File: src/rtl/mdio_pkg.sv
package mdio_pkg;

  localparam int BODY_LEN = 32;

  typedef enum logic [1:0] {FK_NONE, FK_WRITE, FK_READ, FK_ADDR} frame_kind_e;

  // Build the 32 body bits sent after the preamble, most significant bit first
  function automatic logic [31:0] build_body(input logic        ext,
                                             input frame_kind_e kind,
                                             input logic        post_inc,
                                             input logic [4:0]  port,
                                             input logic [4:0]  dev,
                                             input logic [15:0] payload);
    logic [1:0] st;
    logic [1:0] op;
    st = ext ? 2'b00 : 2'b01;
    if (ext) begin
      case (kind)
        FK_ADDR:  op = 2'b00;
        FK_WRITE: op = 2'b01;
        FK_READ:  op = post_inc ? 2'b10 : 2'b11;
        default:  op = 2'b00;
      endcase
    end else begin
      op = (kind == FK_READ) ? 2'b10 : 2'b01;
    end
    return {st, op, port, dev, 2'b10, payload};
  endfunction

endpackage

File: src/rtl/mdio_tick_gen.sv
module mdio_tick_gen #(
  parameter int DIV_W = 8
) (
  input  logic             clk,
  input  logic             rst_n,
  input  logic             run,
  input  logic [DIV_W-1:0] half,
  output logic             tick
);
  logic [DIV_W-1:0] cnt;
  logic [DIV_W-1:0] lim;

  assign lim  = (half == '0) ? DIV_W'(1) : half;
  assign tick = run && (cnt == lim - DIV_W'(1));

  always_ff @(posedge clk) begin
    if (!rst_n)          cnt <= '0;
    else if (!run || tick) cnt <= '0;
    else                 cnt <= cnt + DIV_W'(1);
  end
endmodule

File: src/rtl/mdio_frame_engine.sv
module mdio_frame_engine
  import mdio_pkg::*;
#(
  parameter int PRE_LEN = 32,
  parameter int DIV_W   = 8
) (
  input  logic             clk,
  input  logic             rst_n,
  input  logic             start,
  input  logic [31:0]      body,
  input  logic             is_read,
  input  logic             skip_pre,
  input  logic [DIV_W-1:0] half,
  input  logic             mdio_i,
  output logic             busy,
  output logic             mdc,
  output logic             mdio_o,
  output logic             mdio_oe,
  output logic             rd_done,
  output logic [15:0]      rd_value,
  output logic             rd_err
);
  localparam int PRE_W = (PRE_LEN > 2) ? $clog2(PRE_LEN) : 1;
  localparam int IDX_W = $clog2(BODY_LEN);
  localparam logic [IDX_W-1:0] TA_FIRST = IDX_W'(14);
  localparam logic [IDX_W-1:0] TA_LAST  = IDX_W'(15);
  localparam logic [IDX_W-1:0] IDX_END  = IDX_W'(BODY_LEN - 1);

  typedef enum logic [1:0] {E_IDLE, E_PRE, E_BODY} eng_state_e;

  eng_state_e       st;
  logic             phase;
  logic [PRE_W-1:0] pre_cnt;
  logic [IDX_W-1:0] idx;
  logic [31:0]      shreg;
  logic [15:0]      rd_sh;
  logic [DIV_W-1:0] half_q;
  logic             read_q;
  logic             tick;

  mdio_tick_gen #(.DIV_W(DIV_W)) u_tick (
    .clk  (clk),
    .rst_n(rst_n),
    .run  (st != E_IDLE),
    .half (half_q),
    .tick (tick)
  );

  assign busy     = (st != E_IDLE);
  assign mdc      = busy && phase;
  assign mdio_oe  = (st == E_PRE) || ((st == E_BODY) && !(read_q && idx >= TA_FIRST));
  assign mdio_o   = mdio_oe && ((st == E_PRE) || shreg[31]);
  assign rd_value = rd_sh;

  always_ff @(posedge clk) begin
    if (!rst_n) begin
      st      <= E_IDLE;
      phase   <= 1'b0;
      pre_cnt <= '0;
      idx     <= '0;
      shreg   <= '0;
      rd_sh   <= '0;
      half_q  <= '0;
      read_q  <= 1'b0;
      rd_done <= 1'b0;
      rd_err  <= 1'b0;
    end else begin
      rd_done <= 1'b0;
      if (st == E_IDLE) begin
        if (start) begin
          st      <= skip_pre ? E_BODY : E_PRE;
          shreg   <= body;
          read_q  <= is_read;
          half_q  <= half;
          pre_cnt <= PRE_W'(PRE_LEN - 1);
          idx     <= '0;
          phase   <= 1'b0;
          rd_err  <= 1'b0;
        end
      end else if (tick) begin
        if (!phase) begin
          // rising MDC: sample the PHY during a read
          phase <= 1'b1;
          if (st == E_BODY && read_q) begin
            if (idx == TA_LAST && mdio_i) rd_err <= 1'b1;
            if (idx > TA_LAST) rd_sh <= {rd_sh[14:0], mdio_i};
            if (idx == IDX_END) rd_done <= 1'b1;
          end
        end else begin
          // falling MDC: advance to the next bit
          phase <= 1'b0;
          if (st == E_PRE) begin
            if (pre_cnt == '0) st <= E_BODY;
            else               pre_cnt <= pre_cnt - PRE_W'(1);
          end else if (idx == IDX_END) begin
            st <= E_IDLE;
          end else begin
            idx   <= idx + IDX_W'(1);
            shreg <= {shreg[30:0], 1'b0};
          end
        end
      end
    end
  end


  oe_in_frame_chk: assert property (@(posedge clk) disable iff (!rst_n)
    mdio_oe |-> busy);


  mdio_hold_chk: assert property (@(posedge clk) disable iff (!rst_n)
    (mdc && $past(mdc)) |-> $stable(mdio_o) && $stable(mdio_oe));


  err_clear_chk: assert property (@(posedge clk) disable iff (!rst_n)
    $rose(busy) |-> !rd_err);
endmodule

File: src/rtl/mdio_regs.sv
module mdio_regs
  import mdio_pkg::*;
#(
  parameter int ADDR_W    = 4,
  parameter int RSV_WORDS = 12,
  parameter int DIV_W     = 8
) (
  input  logic              clk,
  input  logic              rst_n,
  input  logic              wr,
  input  logic [ADDR_W-1:0] addr,
  input  logic [31:0]       wdata,
  output logic [31:0]       rdata,
  input  logic              busy,
  input  logic              rd_err,
  input  logic              rd_done,
  input  logic [15:0]       rd_value,
  output logic              start,
  output logic [31:0]       body,
  output logic              is_read,
  output logic              skip_pre,
  output logic [DIV_W-1:0]  half
);
  localparam logic [ADDR_W-1:0] A_STAT = ADDR_W'(RSV_WORDS);
  localparam logic [ADDR_W-1:0] A_CTL  = ADDR_W'(RSV_WORDS + 1);
  localparam logic [ADDR_W-1:0] A_DATA = ADDR_W'(RSV_WORDS + 2);
  localparam logic [ADDR_W-1:0] A_ADDR = ADDR_W'(RSV_WORDS + 3);

  logic             ext_q;
  logic [DIV_W-1:0] div_q;
  logic [4:0]       dev_q;
  logic [4:0]       port_q;
  logic             pre_dis_q;
  logic             scan_q;
  logic             pinc_q;
  logic [15:0]      data_q;
  logic [15:0]      addr_q;

  frame_kind_e kind;
  logic        ctl_wr;
  logic [4:0]  l_port;
  logic [4:0]  l_dev;
  logic        l_pinc;
  logic [15:0] payload;

  assign ctl_wr = wr && (addr == A_CTL);

  always_comb begin
    kind = FK_NONE;
    if (wr && !busy) begin
      if (addr == A_DATA)                  kind = FK_WRITE;
      else if (addr == A_ADDR && ext_q)    kind = FK_ADDR;
      else if (addr == A_CTL && wdata[15]) kind = FK_READ;
    end
  end

  always_comb begin
    l_port   = ctl_wr ? wdata[9:5] : port_q;
    l_dev    = ctl_wr ? wdata[4:0] : dev_q;
    l_pinc   = ctl_wr ? wdata[14]  : pinc_q;
    skip_pre = ctl_wr ? wdata[10]  : pre_dis_q;
    payload  = (kind == FK_READ) ? data_q : wdata[15:0];
  end

  assign start   = (kind != FK_NONE);
  assign is_read = (kind == FK_READ);
  assign half    = div_q;
  assign body    = build_body(ext_q, kind, l_pinc, l_port, l_dev, payload);

  always_ff @(posedge clk) begin
    if (!rst_n) begin
      ext_q     <= 1'b0;
      div_q     <= '0;
      dev_q     <= '0;
      port_q    <= '0;
      pre_dis_q <= 1'b0;
      scan_q    <= 1'b0;
      pinc_q    <= 1'b0;
      data_q    <= '0;
      addr_q    <= '0;
    end else begin
      if (rd_done) data_q <= rd_value;
      if (wr && addr == A_STAT) begin
        ext_q <= wdata[6];
        div_q <= wdata[8 +: DIV_W];
      end
      if (ctl_wr && !(busy && wdata[15])) begin
        dev_q     <= wdata[4:0];
        port_q    <= wdata[9:5];
        pre_dis_q <= wdata[10];
        scan_q    <= wdata[11];
        pinc_q    <= wdata[14];
      end
      if (wr && !busy && addr == A_DATA) data_q <= wdata[15:0];
      if (wr && !busy && addr == A_ADDR) addr_q <= wdata[15:0];
    end
  end

  always_comb begin
    rdata = '0;
    case (addr)
      A_STAT: begin
        rdata[0]           = busy;
        rdata[1]           = rd_err;
        rdata[6]           = ext_q;
        rdata[8 +: DIV_W]  = div_q;
      end
      A_CTL:  rdata = {16'b0, 1'b0, pinc_q, 2'b0, scan_q, pre_dis_q, port_q, dev_q};
      A_DATA: rdata = {busy, 15'b0, data_q};
      A_ADDR: rdata = {16'b0, addr_q};
      default: rdata = '0;
    endcase
  end


  addr_hold_chk: assert property (@(posedge clk) disable iff (!rst_n)
    (wr && busy && addr == A_ADDR) |=> $stable(addr_q));


  no_relaunch_chk: assert property (@(posedge clk) disable iff (!rst_n)
    busy |-> !start);
endmodule

File: src/rtl/mdio_master_ctrl.sv
module mdio_master_ctrl
  import mdio_pkg::*;
#(
  parameter int ADDR_W    = 4,
  parameter int RSV_WORDS = 12,
  parameter int DIV_W     = 8,
  parameter int PRE_LEN   = 32
) (
  input  logic              clk,
  input  logic              rst_n,
  input  logic              reg_wr,
  input  logic [ADDR_W-1:0] reg_addr,
  input  logic [31:0]       reg_wdata,
  output logic [31:0]       reg_rdata,
  output logic              mdc,
  input  logic              mdio_i,
  output logic              mdio_o,
  output logic              mdio_oe
);
  logic             busy;
  logic             rd_err;
  logic             rd_done;
  logic [15:0]      rd_value;
  logic             start;
  logic [31:0]      body;
  logic             is_read;
  logic             skip_pre;
  logic [DIV_W-1:0] half;

  mdio_regs #(.ADDR_W(ADDR_W), .RSV_WORDS(RSV_WORDS), .DIV_W(DIV_W)) u_regs (
    .clk     (clk),
    .rst_n   (rst_n),
    .wr      (reg_wr),
    .addr    (reg_addr),
    .wdata   (reg_wdata),
    .rdata   (reg_rdata),
    .busy    (busy),
    .rd_err  (rd_err),
    .rd_done (rd_done),
    .rd_value(rd_value),
    .start   (start),
    .body    (body),
    .is_read (is_read),
    .skip_pre(skip_pre),
    .half    (half)
  );

  mdio_frame_engine #(.PRE_LEN(PRE_LEN), .DIV_W(DIV_W)) u_eng (
    .clk     (clk),
    .rst_n   (rst_n),
    .start   (start),
    .body    (body),
    .is_read (is_read),
    .skip_pre(skip_pre),
    .half    (half),
    .mdio_i  (mdio_i),
    .busy    (busy),
    .mdc     (mdc),
    .mdio_o  (mdio_o),
    .mdio_oe (mdio_oe),
    .rd_done (rd_done),
    .rd_value(rd_value),
    .rd_err  (rd_err)
  );


  mdc_idle_chk: assert property (@(posedge clk) disable iff (!rst_n)
    !busy |-> !mdc);
endmodule

File: config.mk
export PLATFORM = sky130hd
export DESIGN_NAME = mdio_master_ctrl
export DESIGN_NICKNAME = d
export VERILOG_FILES = /design/src/rtl/mdio_pkg.sv /design/src/rtl/mdio_tick_gen.sv /design/src/rtl/mdio_frame_engine.sv /design/src/rtl/mdio_regs.sv /design/src/rtl/mdio_master_ctrl.sv
export SDC_FILE = /design/constraint.sdc
export NUM_CORES = 1
export LEC_CHECK = 0
export BUFFER_PORTS_ARGS = -buffer_cell sky130_fd_sc_hd__buf_4
export CAP_MARGIN = 5
export CORE_ASPECT_RATIO = 0.6
export CORE_MARGIN = 2
export CORE_UTILIZATION = 59
export DETAILED_ROUTE_END_ITERATION = 12
export GPL_TIMING_DRIVEN = 0
export PLACE_DENSITY = 0.89
export SYNTH_ARGS = -nofsm -noshare
export SYNTH_HDL_FRONTEND = slang
export SYNTH_HIERARCHICAL = 1
export SYNTH_SLANG_ARGS = --single-unit
File: constraint.sdc
create_clock -name clk -period 3.5 [get_ports clk]
set_input_delay 0.175 -clock clk [delete_from_list [all_inputs] [get_ports clk]]
set_output_delay 0.175 -clock clk [all_outputs]
set_load 0.02 [all_outputs]
# [After elaboration in Yosys (flattened, before gate mapping)]
# Index checks and enable logic that the tools add are counted.
[word_totals] register_bits=134 inputBits=40 out_inout_bits=35 elab_cells=150
[op_classes] n_addsub=4 order_cmp=2 eq_ne=17 mux=59 bitwise=5 n_reduce_logical=43
[op_table] cell="2-to-1 mux 32 bit" count=6
[op_table] cell="2-to-1 mux 5 bit" count=14
[op_table] cell="2-to-1 mux 16 bit" count=4
[op_table] cell="one-hot mux 8 bit (4 select lines)" count=1
[op_table] cell="2-to-1 mux 2 bit" count=14
[op_table] cell="AND reduction 5 bit" count=5
[op_table] cell="equality test 4 bit (second input constant)" count=4
[op_table] cell="logical AND 1 bit" count=16
[op_table] cell="nonzero test 2 bit" count=8
[op_table] cell="2-to-1 mux 1 bit" count=14
[op_table] cell="one-hot mux 4 bit (3 select lines)" count=1
[op_table] cell="adder 8 x 1 -> 8 bit (second input constant)" count=1
[op_table] cell="equality test 8 bit" count=1
[op_table] cell="logical NOT 8 bit" count=1
[op_table] cell="2-to-1 mux 8 bit" count=1
[op_table] cell="one-hot mux 2 bit (4 select lines)" count=1
[op_table] cell="subtractor 8 x 1 -> 8 bit (second input constant)" count=1
[op_table] cell="inequality test 2 bit (second input constant)" count=3
[op_table] cell="adder 5 x 1 -> 5 bit (second input constant)" count=1
[op_table] cell="equality test 5 x 4 -> 1 bit (second input constant)" count=1
[op_table] cell="equality test 5 bit (second input constant)" count=1
[op_table] cell=">= comparator 5 x 4 -> 1 bit (second input constant)" count=1
[op_table] cell="> comparator 5 x 4 -> 1 bit (second input constant)" count=1
[op_table] cell="logical NOT 5 bit" count=1
[op_table] cell="other kinds (16)" count=28

# [Longest topological paths before layout]
# Gate-level depths: netlist of the first run.
[logic_depth] word_depth=11 mapped_depth=16 mapped_depth_nobuf=11

# [Hierarchy]
# The synthesis of the first run kept the hierarchy.
[by_module_without_submodules] module="mdio_regs" n_inst=1 cells_each=350 area_each_um2=3353.2 seq_area_each_um2=1081.0
[by_module_without_submodules] module="mdio_frame_engine" n_inst=1 cells_each=380 area_each_um2=3225.6 seq_area_each_um2=1441.4
[by_module_without_submodules] module="mdio_tick_gen" n_inst=1 cells_each=63 area_each_um2=590.6 seq_area_each_um2=160.2

# [Worst setup path before layout of the first run]
# Ideal clock, no wire load.
[synth_timing] kind="register to register" startpoint="register u_eng.half_q[2]" endpoint="register u_eng.pre_cnt[2]" setup_ns=0.103 t_arrival_ns=2.984 required_time_ns=3.397 setup_slack_ns=0.413 path_stages_with_launch=14 path_buffers=2 period_less_slack_ns=3.087 path_cell_list="dfxtp_1 -> nor4_2 -> a21oi_1 -> ha_1 -> xor2_1 -> xnor2_1 -> nand3_1 -> nor4_4 -> and3_1 -> buf_2 -> and4b_1 -> buf_2 -> a21oi_1 -> a2111oi_2"
[synth_via] elab_chain_cells=7
[synth_rtl] item="start, declared" line_no="mdio_frame_engine.sv:37" rtl="logic [DIV_W-1:0] half_q;"
[synth_rtl] item="start signal, assigned" line_no="mdio_frame_engine.sv:74" rtl="half_q <= half;"
[synth_rtl] item="logical NOT 8 bit" line_no="mdio_tick_gen.sv:13" rtl="assign lim = (half == '0) ? DIV_W'(1) : half;"
[synth_rtl] item="2-to-1 mux 8 bit (*)" line_no="mdio_tick_gen.sv:13"
[synth_rtl] item="subtractor 8 x 1 -> 8 bit (*)" line_no="mdio_tick_gen.sv:14" rtl="assign tick = run && (cnt == lim - DIV_W'(1));"
[synth_rtl] item="equality test 8 bit (*)" line_no="mdio_tick_gen.sv:14"
[synth_rtl] item="logical AND 1 bit (*)" line_no="mdio_tick_gen.sv:14"
[synth_rtl] item="named net u_eng.tick" line_no="mdio_frame_engine.sv:39" rtl="logic tick;"
[synth_rtl] item="nonzero test 2 bit (no line) (*)"
[synth_rtl] item="AND reduction 5 bit (no line) (*)"
[synth_rtl] item="end signal, assigned" line_no="mdio_frame_engine.sv:75" rtl="pre_cnt <= PRE_W'(PRE_LEN - 1);"
[synth_rtl] item="end signal, assigned" line_no="mdio_frame_engine.sv:94" rtl="else pre_cnt <= pre_cnt - PRE_W'(1);"
[synth_rtl] item="end, declared" line_no="mdio_frame_engine.sv:33" rtl="logic [PRE_W-1:0] pre_cnt;"
# Mark *: on every way through the listed nets, which the timed path passes. The rest lies on a longest branch.
# A chain may end at the register's enable or synchronous reset.

# [Worst setup path after layout of the first run]
[layout_timing] startpoint="register u_eng.half_q[5]" endpoint="register u_eng.shreg[8]"
[layout_via] elab_chain_cells=7
[layout_rtl] item="logical NOT 8 bit" line_no="mdio_tick_gen.sv:13"
[layout_rtl] item="2-to-1 mux 8 bit (*)" line_no="mdio_tick_gen.sv:13"
[layout_rtl] item="subtractor 8 x 1 -> 8 bit (*)" line_no="mdio_tick_gen.sv:14"
[layout_rtl] item="equality test 8 bit (*)" line_no="mdio_tick_gen.sv:14"
[layout_rtl] item="logical AND 1 bit (*)" line_no="mdio_tick_gen.sv:14"
[layout_rtl] item="named net u_eng.tick" line_no="mdio_frame_engine.sv:39"
[layout_rtl] item="nonzero test 2 bit (no line) (*)"
[layout_rtl] item="AND reduction 5 bit (no line) (*)"
[layout_rtl] item="end signal, assigned" line_no="mdio_frame_engine.sv:72" rtl="shreg <= body;"
[layout_rtl] item="end signal, assigned" line_no="mdio_frame_engine.sv:99" rtl="shreg <= {shreg[30:0], 1'b0};"
[layout_rtl] item="end, declared" line_no="mdio_frame_engine.sv:35" rtl="logic [31:0] shreg;"
# Marked as above.

==> run summary, run 1 <==
status - completed
final core occ - 71.42%
Routed Antenna Nets - 0
RD Place Congestion - 0.9106
WP data required - 3.82 ns
DRT iter0 DRCs - 1134
Max Cap Viol - 0
crit path max fanout - 10
Max clock buf depth - 2
die area - 13080 um2
worst setup path startpoint - u_eng/half_q[5]
critical path class - reg2reg
Final Worst Setup Slack - 0.1277 ns
CTS tree - done
share of synthesized registers carrying an async set or reset - 0%
YS warnings - 6
Root Buffer Master - clkbuf_16
Buffers on Ports - 43
HPWL after DPL - 14.98 mm
fin crit share - 96.35%
r2r worst-path depth - 14
EDFF count, synth - 0
die span in y - 89.39 um
arrival time of the worst setup path - 3.69 ns
CP Capture Type - flip-flop
number of global-route vias before repair - 6152
routed length per instance - 21.32 um
# rows - 31
first-pass GRT wire length - 34.34 mm
synth-to-layout area growth - 19.01%
sum of negative setup slack - 0 ns
NumNets Final - 930
total gr overflow - 0
Hold Vio Cnt, Final - 0
gr usage total - 34.35%
Synth Instances - 793
synth unique cells - 66
skew final - 0.008954 ns
Worst path max stage delay - 0.37 ns
Slew HR - 52.04%
layout cells sized above 1 - 24.41%
RR Endpoint - u_eng/shreg[8]
CTS Buf Count - 17
clock slew at reported path FFs - 0.06 ns
crit-path cells - nor4_4, a21oi_2, ha_1, xor2_1, xnor2_1, nand3_1, nor4_4, and3_1, clkbuf_4, and4b_1, clkbuf_4, buf_4, nor3_1, a311oi_1
placed cell count - 1017
drt drc - 0
Synth Flop Type - dfxtp_1
Final Instance Count excl. Fillers - 1058
startpoint types - flip-flop
Die X - 146.3 um
CORE AREA - 11950 um2
Diodes inserted - 0
largest net degree at the start of global routing - 19
via count - 6665
hold endpoint - u_eng/u_tick/cnt[1]
initial antenna violation count - 0
Leak - 3.485 nW
dpl ws - -0.3003 ns
Max Fclk - 296.5 MHz
final setup vio count - 0
worst path bufs/invs - 3
H-Tree Level Count - 4
fillers - 848
cts hold-fix bufs - 0
Pre-antenna DRT Iters - 6
Yosys reg bits - 134
synthesized area per cell - 9.041 um2
Worst-Skew Late Latency - 0.43 ns
worst hold start - rst_n
r2r setup slk - 0.13 ns
clk sinks - 134
sequential cell area fraction in the yosys report - 37.42%
worst hold margin - 0.03787 ns
P per Cell Area - 445.4 nW/um2
Crit Reg-Reg Startpoint - u_eng/half_q[5]
Starting Density - 60.01%
Period minus WS final - 3.372 ns
Hold Path Depth - 3
Slowest cell on crit path - dfxtp_2
number of top-level pins - 75
Least-Margin Pin Slew - 0.7012 ns
Max VDD drop - 420.2 uV
worst min path class - in2reg
Synth Cell Area - 7169 um2
Vias per Instance - 6.300
Detailed Route WL - 22.56 mm
Slew Limit Fails - 0
kind of cell adding the most delay to the critical path - simple AND/OR/NAND/NOR gates
[layout make-up]
cell class | count | area, um2 | area share [%]
multi-input combinational | 581 | 4046 | 47.43
sequential | 134 | 2688 | 31.50
buffer | 82 | 525.5 | 6.159
clock buffer | 19 | 452.9 | 5.309
timing repair buffer | 52 | 390.4 | 4.575
tap | 165 | 206.4 | 2.420
clock inverter | 13 | 177.7 | 2.082
inverter | 12 | 45.04 | 0.5279
[sequential cells by signal, summed over array words and instances, names as in the netlist]
name and count:
u_regs/pre_dis_q 1, u_regs/half 8, u_regs/scan_q 1, u_eng/pre_cnt 5, u_eng/rd_done 1, u_eng/rd_err 1
u_eng/st 2, u_eng/shreg 32, u_regs/pinc_q 1, u_regs/data_q 16, u_regs/ext_q 1, u_eng/rd_value 16
u_regs/dev_q 5, u_eng/u_tick/cnt 8, u_eng/half_q 8, u_eng/read_q 1, u_regs/port_q 5, u_eng/phase 1
u_regs/addr_q 16, u_eng/idx 5
[routing by layer]
layer	part of all wire, %	track usage (%)
met1	42	48.63
met2	42	51.03
met3	13	8.418
met4	2.2	13.50
met5	0	0
[worst max path at each step]
stage                             endpoint  slack, ns  cells after the start
after global placement     u_eng/shreg[28]      -0.16                     15
after global routing        u_eng/shreg[9]      -0.01                     14
after detailed placement   u_eng/shreg[28]      -0.30                     15
final                       u_eng/shreg[8]       0.13                     14
after CTS                  u_eng/shreg[28]     -0.009                     15
after floorplan           u_eng/pre_cnt[2]       0.41                     13
[placed cells by master (no fill, tap or decap), drive strengths merged, types with 10 or more instances in the layout]
cell type / count
nand2: 170
dfxtp: 134
buf: 104
mux2i: 66
mux2: 50
clkbuf: 49
nor3: 38
a311oi: 32
nand3: 25
a21oi: 19
conb: 18
nor2: 15
a21boi: 13
inv: 13
o21ai: 13
a211oi: 12
xor2: 10
ha: 10
[report_power, final]
group | switching, W | leakage, nW | internal [W] | total (W)
Sequential | 0.0000163 | 1.08 | 0.00155 | 0.00157
Combinational | 0.000198 | 2.09 | 0.000118 | 0.000316
Clock | 0.000693 | 0.309 | 0.00123 | 0.00192
Total | 0.000908 | 3.48 | 0.00289 | 0.00380
[logic make-up (layout without fill, tap and decap cells)]
family	after synthesis	count (layout)	share of synthesized area, %
buf+inv	94	178	7.469
fa+ha+maj	10	10	1.745
flops	134	134	37.42
mux	124	124	19.58
simple gates	297	297	19.84
compound gates	114	114	11.64
other cells	2	18	0.1048
xor+xnor	18	18	2.199
[what timing repair did]
| action | in CTS | in global routing |
|---|---|---|
| pin swaps | 1 | 7 |
| buffers inserted | 1 | 8 |
| gates resized for setup | 7 | 22 |
| endpoints found under the setup margin | 51 | 48 |
[worst register-to-register path, cell delays in order, from the launching register on]
cell,delay (ns)
dfxtp_2,0.37
nor4_4,0.34
a21oi_2,0.12
ha_1,0.26
xor2_1,0.17
xnor2_1,0.14
nand3_1,0.14
nor4_4,0.36
and3_1,0.20
clkbuf_4,0.19
and4b_1,0.20
clkbuf_4,0.20
buf_4,0.19
nor3_1,0.08
a311oi_1,0.30
[Yosys cell counts, types with 4 or more instances]
| library cell | instances | area share (%) |
|---|---|---|
| nand2_1 | 170 | 8.9 |
| dfxtp_1 | 134 | 37 |
| mux2i_1 | 66 | 9.2 |
| mux2_2 | 40 | 6.3 |
| nor3_1 | 38 | 2.7 |
| a311oi_1 | 32 | 3.9 |
| buf_4 | 28 | 2.9 |
| buf_2 | 25 | 1.7 |
| nand3_1 | 24 | 1.7 |
| clkbuf_1 | 23 | 1.2 |
| a21oi_1 | 19 | 1.3 |
| a21boi_0 | 13 | 1.4 |
| o21ai_0 | 13 | 0.91 |
| a211oi_1 | 12 | 1.3 |
| inv_1 | 12 | 0.63 |
| nor2_1 | 12 | 0.63 |
| ha_1 | 10 | 1.7 |
| mux2_1 | 10 | 1.6 |
| xor2_1 | 10 | 1.2 |
| mux4_2 | 8 | 2.5 |
| nor2b_1 | 8 | 0.70 |
| xnor2_1 | 8 | 0.98 |
| and3_1 | 7 | 0.61 |
| a22oi_1 | 5 | 0.52 |
| buf_6 | 4 | 0.63 |
| nand2b_1 | 4 | 0.35 |
[per-stage QoR]
| step | power (W) | instance area [um2] |
|---|---|---|
| final | 0.003800 | 8532 |
| after CTS | 0.003785 | 8421 |
| after global routing | 0.003882 | 8532 |
| after floorplan | 0.001786 | 7229 |
| after global placement | 0.001879 | 7759 |
| after detailed placement | 0.001888 | 7759 |
Note: power is estimated with default switching activity, not from simulation.
==> inputs of run 2 (changes only) <==
--- a/config.mk
+++ b/config.mk
@@ -7,7 +7,7 @@
 export LEC_CHECK = 0
 export BUFFER_PORTS_ARGS = -buffer_cell sky130_fd_sc_hd__buf_4
 export CAP_MARGIN = 5
-export CORE_ASPECT_RATIO = 0.6
+export CORE_ASPECT_RATIO = 1.5
 export CORE_MARGIN = 2
 export CORE_UTILIZATION = 59
 export DETAILED_ROUTE_END_ITERATION = 12
==> run summary, run 2 (synthesis results as in run 1) <==
Die X - 94.01 um (was 146.3 um)
fin crit share - 99.16% (was 96.35%)
r2r setup slk - 0.03 ns (was 0.13 ns)
Detailed Route WL - 19.94 mm (was 22.56 mm)
Root Buffer Master - clkbuf_16 (unchanged)
die area - 13070 um2 (was 13080 um2)
hold endpoint - u_eng/rd_err (was u_eng/u_tick/cnt[1])
status - completed (unchanged)
routed length per instance - 19.10 um (was 21.32 um)
Least-Margin Pin Slew - 0.6515 ns (was 0.7012 ns)
die span in y - 139.0 um (was 89.39 um)
largest net degree at the start of global routing - 19 (unchanged)
Hold Vio Cnt, Final - 0 (unchanged)
RD Place Congestion - 0.9263 (was 0.9106)
worst min path class - in2reg (unchanged)
Starting Density - 59.97% (was 60.01%)
r2r worst-path depth - 16 (was 14)
Worst-Skew Late Latency - 0.42 ns (was 0.43 ns)
first-pass GRT wire length - 31.29 mm (was 34.34 mm)
Leak - 3.474 nW (was 3.485 nW)
via count - 6495 (was 6665)
worst hold start - mdio_i (was rst_n)
gr busiest metal - met2 (unchanged)
Slew Limit Fails - 0 (unchanged)
most frequent cells in the layout - nand2_1, dfxtp_1, buf_4 (unchanged)
initial antenna violation count - 0 (unchanged)
Pre-antenna DRT Iters - 6 (unchanged)
Period minus WS final - 3.471 ns (was 3.372 ns)
final core occ - 71.03% (was 71.42%)
clock slew at reported path FFs - 0.06 ns (about the same)
CORE AREA - 11960 um2 (was 11950 um2)
Crit Reg-Reg Startpoint - u_eng/st[1] (was u_eng/half_q[5])
fillers - 806 (was 848)
crit path max fanout - 18 (was 10)
Buffers on Ports - 43 (unchanged)
cts hold-fix bufs - 0 (unchanged)
M3 GR Usage - 6.413% (was 8.418%)
H-Tree Level Count - 4 (unchanged)
# rows - 49 (was 31)
register bank with the most flops - u_eng/shreg (unchanged)
skew final - 0.004913 ns (was 0.008954 ns)
Routed Antenna Nets - 0 (unchanged)
HPWL after DPL - 13.61 mm (was 14.98 mm)
layout cells sized above 1 - 23.46% (was 24.41%)
startpoint types - flip-flop (unchanged)
most common cell after layout, fill and taps aside - nand2_1 (unchanged)
clk sinks - 134 (unchanged)
Max VDD drop - 501.6 uV (was 420.2 uV)
WP data required - 3.79 ns (was 3.82 ns)
max FFs per register - 32 (unchanged)
drt drc - 0 (unchanged)
Max clock buf depth - 2 (unchanged)
P per Cell Area - 450.9 nW/um2 (was 445.4 nW/um2)
NumNets Final - 928 (was 930)
met2 Use GR - 52.52% (was 51.03%)
Diodes inserted - 0 (unchanged)
Slew HR - 56.56% (was 52.04%)
total gr overflow - 0 (unchanged)
Hold Path Depth - 3 (unchanged)
CTS Buf Count - 17 (unchanged)
CP Capture Type - flip-flop (unchanged)
RR Endpoint - u_eng/shreg[28] (was u_eng/shreg[8])
Reg area - 2683 um2 (was 2688 um2)
Max Fclk - 288.1 MHz (was 296.5 MHz)
final setup vio count - 0 (unchanged)
arrival time of the worst setup path - 3.76 ns (was 3.69 ns)
GR Util met1 - 32.88% (was 48.63%)
gr usage total - 30.51% (was 34.35%)
dpl ws - -0.2012 ns (was -0.3003 ns)
number of top-level pins - 75 (unchanged)
Final Worst Setup Slack - 0.02924 ns (was 0.1277 ns)
CTS tree - done (unchanged)
critical path class - reg2reg (unchanged)
Multi-input gate area - 4040 um2 (was 4046 um2)
Vias per Instance - 6.221 (was 6.300)
number of global-route vias before repair - 6424 (was 6152)
Max Cap Viol - 0 (unchanged)
synth-to-layout area growth - 18.45% (was 19.01%)
DRT iter0 DRCs - 810 (was 1134)
run 2: cell count changes in the layout (fill, tap and decap cells not counted), moves of 3 or more:
cell	previous run	this run
buf_2	15	19
clkbuf_1	21	24
clkbuf_4	7	3
dfxtp_1	130	134
dfxtp_2	4	0
run 2: power by group:
part	internal (W)	switching [W]	leakage, nW	total [W]
Combinational	0.000117	0.000184	2.08	0.000301
Sequential	0.00155	0.0000171	1.08	0.00157
Clock	0.00130	0.000663	0.311	0.00196
Total	0.00296	0.000864	3.47	0.00383
run 2: per-stage QoR:
stage	power, W	hold slack (ns)	cells	setup TNS [ns]	instance area, um2
final	0.003829	0.04639	1044	0	8492
after global routing	0.003931	0.04641	1044	-0.04718	8492
after CTS	0.003815	0.03409	1038	0	8412
after detailed placement	0.001877	0.4505	1005	-5.198	7744
after global placement	0.001870	0.4379	1005	-3.612	7744
after floorplan	0.001786	0.3138	809	0	7229
run 2: final cells by class:
type,instances,share of cell area [%]
sequential,134,31.59
clock inverter,9,2.033
multi-input combinational,581,47.58
tap,153,2.254
inverter,12,0.5304
timing repair buffer,50,4.420
clock buffer,23,5.511
buffer,82,6.085
run 2: routing by layer:
metal  wire length [um]  part of all wire [%]  up-vias
met5                  0                     0        -
met4               1267                   6.4        0
met3               1442                   7.2      127
met2              10070                    51      369
met1               7155                    36     3041
li1                   -                     -     2958
run 2: critical path: stages (launching register included):
cell,delay [ns]
dfxtp_1,0.41
buf_4,0.21
nor2_4,0.08
inv_2,0.12
buf_6,0.23
nor3b_2,0.09
buf_6,0.16
buf_6,0.16
a21oi_1,0.27
ha_2,0.34
buf_2,0.28
clkbuf_4,0.29
nor2_1,0.05
a31oi_1,0.28
o21ai_2,0.15
nand2_1,0.10
a311oi_1,0.08
run 2: how the worst max path moves through the flow:
stage / from / endpoint / slack, ns / depth (start not counted)
after global placement: u_eng/st[1] / u_eng/shreg[3] / -0.14 / 15
after CTS: u_eng/st[1] / u_eng/shreg[10] / 0.0009 / 15
after floorplan: u_eng/half_q[2] / u_eng/pre_cnt[2] / 0.41 / 13
final: u_eng/st[1] / u_eng/shreg[28] / 0.03 / 16
after global routing: u_eng/st[1] / u_eng/shreg[28] / -0.05 / 16
after detailed placement: u_eng/st[1] / u_eng/shreg[4] / -0.20 / 15
run 2: timing repair:
action	CTS	global route
buffers inserted	1	6
setup endpoints to repair	48	44
gates resized for setup	7	15
endpoints found under the hold margin	0	0
pin swaps	1	1
==> inputs of run 3 (changes only) <==
--- a/config.mk
+++ b/config.mk
@@ -5,14 +5,15 @@
 export SDC_FILE = /design/constraint.sdc
 export NUM_CORES = 1
 export LEC_CHECK = 0
+export ABC_AREA = 1
 export BUFFER_PORTS_ARGS = -buffer_cell sky130_fd_sc_hd__buf_4
 export CAP_MARGIN = 5
 export CORE_ASPECT_RATIO = 1.5
 export CORE_MARGIN = 2
-export CORE_UTILIZATION = 59
+export CORE_UTILIZATION = 43
 export DETAILED_ROUTE_END_ITERATION = 12
 export GPL_TIMING_DRIVEN = 0
-export PLACE_DENSITY = 0.89
+export PLACE_DENSITY = 0.7
 export SYNTH_ARGS = -nofsm -noshare
 export SYNTH_HDL_FRONTEND = slang
 export SYNTH_HIERARCHICAL = 1
==> run summary, run 3 <==
status - completed (unchanged)
CTS tree - done (unchanged)
RD Place Congestion - 0.9286 (was 0.9263)
Worst path max stage delay - 0.36 ns (was 0.41 ns)
arrival time of the worst setup path - 3.48 ns (was 3.76 ns)
Routed Antenna Nets - 0 (unchanged)
Detailed Route WL - 20.89 mm (was 19.94 mm)
Slew HR - 60.47% (was 56.56%)
Max VDD drop - 403.6 uV (was 501.6 uV)
HPWL after DPL - 15.88 mm (was 13.61 mm)
synth-to-layout area growth - 16.51% (was 18.45%)
# rows - 58 (was 49)
Hold Vio Cnt, Final - 0 (unchanged)
synthesized area per cell - 6.544 um2 (was 9.041 um2)
die span in y - 163.4 um (was 139.0 um)
area leader, netlist - dfxtp_1 (unchanged)
worst path bufs/invs - 7 (unchanged)
gr usage total - 24.07% (was 30.51%)
Diodes inserted - 0 (unchanged)
RSZ-0062 raised after global routing - false
Starting Density - 43.64% (was 59.97%)
crit-path cells - buf_4, inv_2, nand2_4, buf_2, buf_4, nor2_8, nand2_4, buf_4, o21ai_2, inv_2, ha_1, clkbuf_2, nor2_1, a21oi_1, nand2_1, o21ai_0, o21ai_0, nor2_1 (was buf_4, nor2_4, inv_2, buf_6, nor3b_2, buf_6, buf_6, a21oi_1, ha_2, buf_2, clkbuf_4, nor2_1, a31oi_1, o21ai_2, nand2_1, a311oi_1)
skew final - 0.01183 ns (was 0.004913 ns)
max FFs per register - 32 (unchanged)
Slew Limit Fails - 0 (unchanged)
Max Fclk - 319.8 MHz (was 288.1 MHz)
YS warnings - 6 (unchanged)
most common cell after layout, fill and taps aside - nand2_1 (unchanged)
cts hold-fix bufs - 0 (unchanged)
Synth Cell Area - 7283 um2 (was 7169 um2)
final setup vio count - 0 (unchanged)
Final Worst Setup Slack - 0.3730 ns (was 0.02924 ns)
layout cells sized above 1 - 14.24% (was 23.46%)
H-Tree Level Count - 4 (unchanged)
total gr overflow - 0 (unchanged)
clock slew at reported path FFs - 0.06 ns (about the same)
Crit Reg-Reg Startpoint - u_eng/st[1] (unchanged)
clk sinks - 134 (unchanged)
most frequent cells in the layout - nand2_1, nor2_1, dfxtp_1 (was nand2_1, dfxtp_1, buf_4)
Synth Instances - 1113 (was 793)
drt drc - 0 (unchanged)
largest net degree at the start of global routing - 17 (was 19)
WP data required - 3.85 ns (was 3.79 ns)
share of synthesized registers carrying an async set or reset - 0% (unchanged)
RR Endpoint - u_eng/shreg[5] (was u_eng/shreg[28])
Worst-Skew Late Latency - 0.41 ns (was 0.42 ns)
Vias per Instance - 5.034 (was 6.221)
worst hold start - reg_wdata[13] (was mdio_i)
critical path class - reg2reg (unchanged)
first-pass GRT wire length - 33.29 mm (was 31.29 mm)
worst min path class - in2reg (unchanged)
NumNets Final - 1239 (was 928)
via count - 7103 (was 6495)
setup bufs post-CTS - 0 (was 1)
r2r setup slk - 0.37 ns (was 0.03 ns)
Pre-antenna DRT Iters - 5 (was 6)
CTS Buf Count - 17 (unchanged)
top-area cell type share of the netlist area - 36.83% (was 37.42%)
crit path max fanout - 15 (was 18)
CORE AREA - 16690 um2 (was 11960 um2)
most frequent cell after synthesis - nand2_1 (unchanged)
Yosys reg bits - 134 (unchanged)
die area - 18020 um2 (was 13070 um2)
Slowest cell on crit path - ha_1 (was dfxtp_1)
Synth Flop Type - dfxtp_1 (unchanged)
Leak - 3.642 nW (was 3.474 nW)
sum of negative setup slack - 0 ns (unchanged)
fin crit share - 89.34% (was 99.16%)
synth unique cells - 37 (was 66)
r2r worst-path depth - 18 (was 16)
initial antenna violation count - 0 (unchanged)
routed length per instance - 14.80 um (was 19.10 um)
dpl ws - 0.03585 ns (was -0.2012 ns)
P per Cell Area - 549.5 nW/um2 (was 450.9 nW/um2)
Commonest cells post-synth - nand2_1, nor2_1, dfxtp_1 (was nand2_1, dfxtp_1, mux2i_1)
Die X - 110.3 um (was 94.01 um)
Synth area leaders - dfxtp_1, nand2_1, nor2_1 (was dfxtp_1, mux2i_1, nand2_1)
Least-Margin Pin Slew - 0.5930 ns (was 0.6515 ns)
Hold Path Depth - 3 (unchanged)
worst hold margin - 0.06817 ns (was 0.04639 ns)
cell mode on critical path - buf_4 (was buf_6)
Root Buffer Master - clkbuf_16 (unchanged)
register bank with the most flops - u_eng/shreg (unchanged)
Max Cap Viol - 0 (unchanged)
Period minus WS final - 3.127 ns (was 3.471 ns)
sequential cell area fraction in the yosys report - 36.83% (was 37.42%)
startpoint types - flip-flop (unchanged)
kind of cell adding the most delay to the critical path - buffers and inverters (unchanged)
fillers - 1740 (was 806)
hold endpoint - u_regs/addr_q[13] (was u_eng/rd_err)
Buffers on Ports - 42 (was 43)
number of global-route vias before repair - 6580 (was 6424)
Max clock buf depth - 2 (unchanged)
EDFF count, synth - 0 (unchanged)
DRT iter0 DRCs - 438 (was 810)
CP Capture Type - flip-flop (unchanged)
number of top-level pins - 75 (unchanged)
run 3: changes by cell type after synthesis, moves of 23 or more:
cell	previous run	this run
a21oi_1	19	63
a311oi_1	32	0
inv_1	12	90
mux2_2	40	0
mux2i_1	66	0
nand2_1	170	267
nor2_1	12	221
nor3_1	38	15
o21ai_0	13	49
o21ai_1	0	45
run 3: power breakdown:
part / internal (W) / total [W] / switching (W)
combinational: 0.000403 / 0.00125 / 0.000844
clock: 0.00101 / 0.00170 / 0.000692
sequential: 0.00164 / 0.00171 / 0.0000714
total: 0.00306 / 0.00466 / 0.00161
run 3: layout make-up:
type	instances	area (um2)	share of cell area, %
Buffer	75	435.4	5.131
Clock buffer	20	456.7	5.382
Clock inverter	11	102.6	1.209
Inverter	106	405.4	4.777
Multi-Input combinational cell	813	3825	45.08
Sequential cell	134	2683	31.61
Tap cell	210	262.8	3.096
Timing Repair Buffer	42	315.3	3.716
run 3: worst max path at each step:
stage,start,end,slack [ns],depth (start not counted)
5_1_grt,u_eng/half_q[2],u_eng/shreg[3],0.01,19
3_3_place_gp,u_eng/st[1],u_eng/shreg[5],0.06,19
6_report,u_eng/st[1],u_eng/shreg[5],0.37,18
2_1_floorplan,u_eng/st[1],u_eng/shreg[4],0.84,18
3_5_place_dp,u_eng/st[1],u_eng/shreg[5],0.04,19
4_1_cts,u_eng/st[1],u_eng/shreg[5],0.002,19
run 3: timing repair:
action / in CTS / in global routing
hold endpoints to repair: 0 / 0
resized for setup: 0 / 9
endpoints found under the setup margin: 0 / 36
run 3: logic make-up after synthesis:
logic type	synth area share, %
XOR/XNOR	1.443
AO/OA/AOI/OAI	13.35
other	0.1031
AND/OR/NAND/NOR	35.05
buffers and inverters	11.51
adder cells (fa/ha/maj)	1.718
flip-flops	36.83
run 3: per-stage QoR:
stage / total power, W / util (%) / cell area, um2 / instances
after floorplan: 0.002653 / - / 7343 / 1129
after global placement: 0.002969 / 47.46 / 7921 / 1381
after detailed placement: 0.002980 / 47.46 / 7921 / 1381
after CTS: 0.004677 / 50.81 / 8481 / 1412
after global routing: 0.004916 / 50.84 / 8486 / 1411
final: 0.004663 / 50.84 / 8486 / 1411
run 3: per-layer routing:
layer	global-route usage [%]	vias up	share of wire [%]	wire [um]
met4	14.77	0	6.7	1395
li1	-	3652	-	-
met1	27.16	3152	39	8187
met3	3.272	65	4.4	922
met5	0	-	0	0
met2	41.94	234	50	10380
run 3: tightest hold or removal path: cells and delay by family:
family                 cells  cell delay (ns)
buffers and inverters      1             0.13
AOI/OAI and AO/OA          1             0.08
and+or+nand+nor            1             0.07
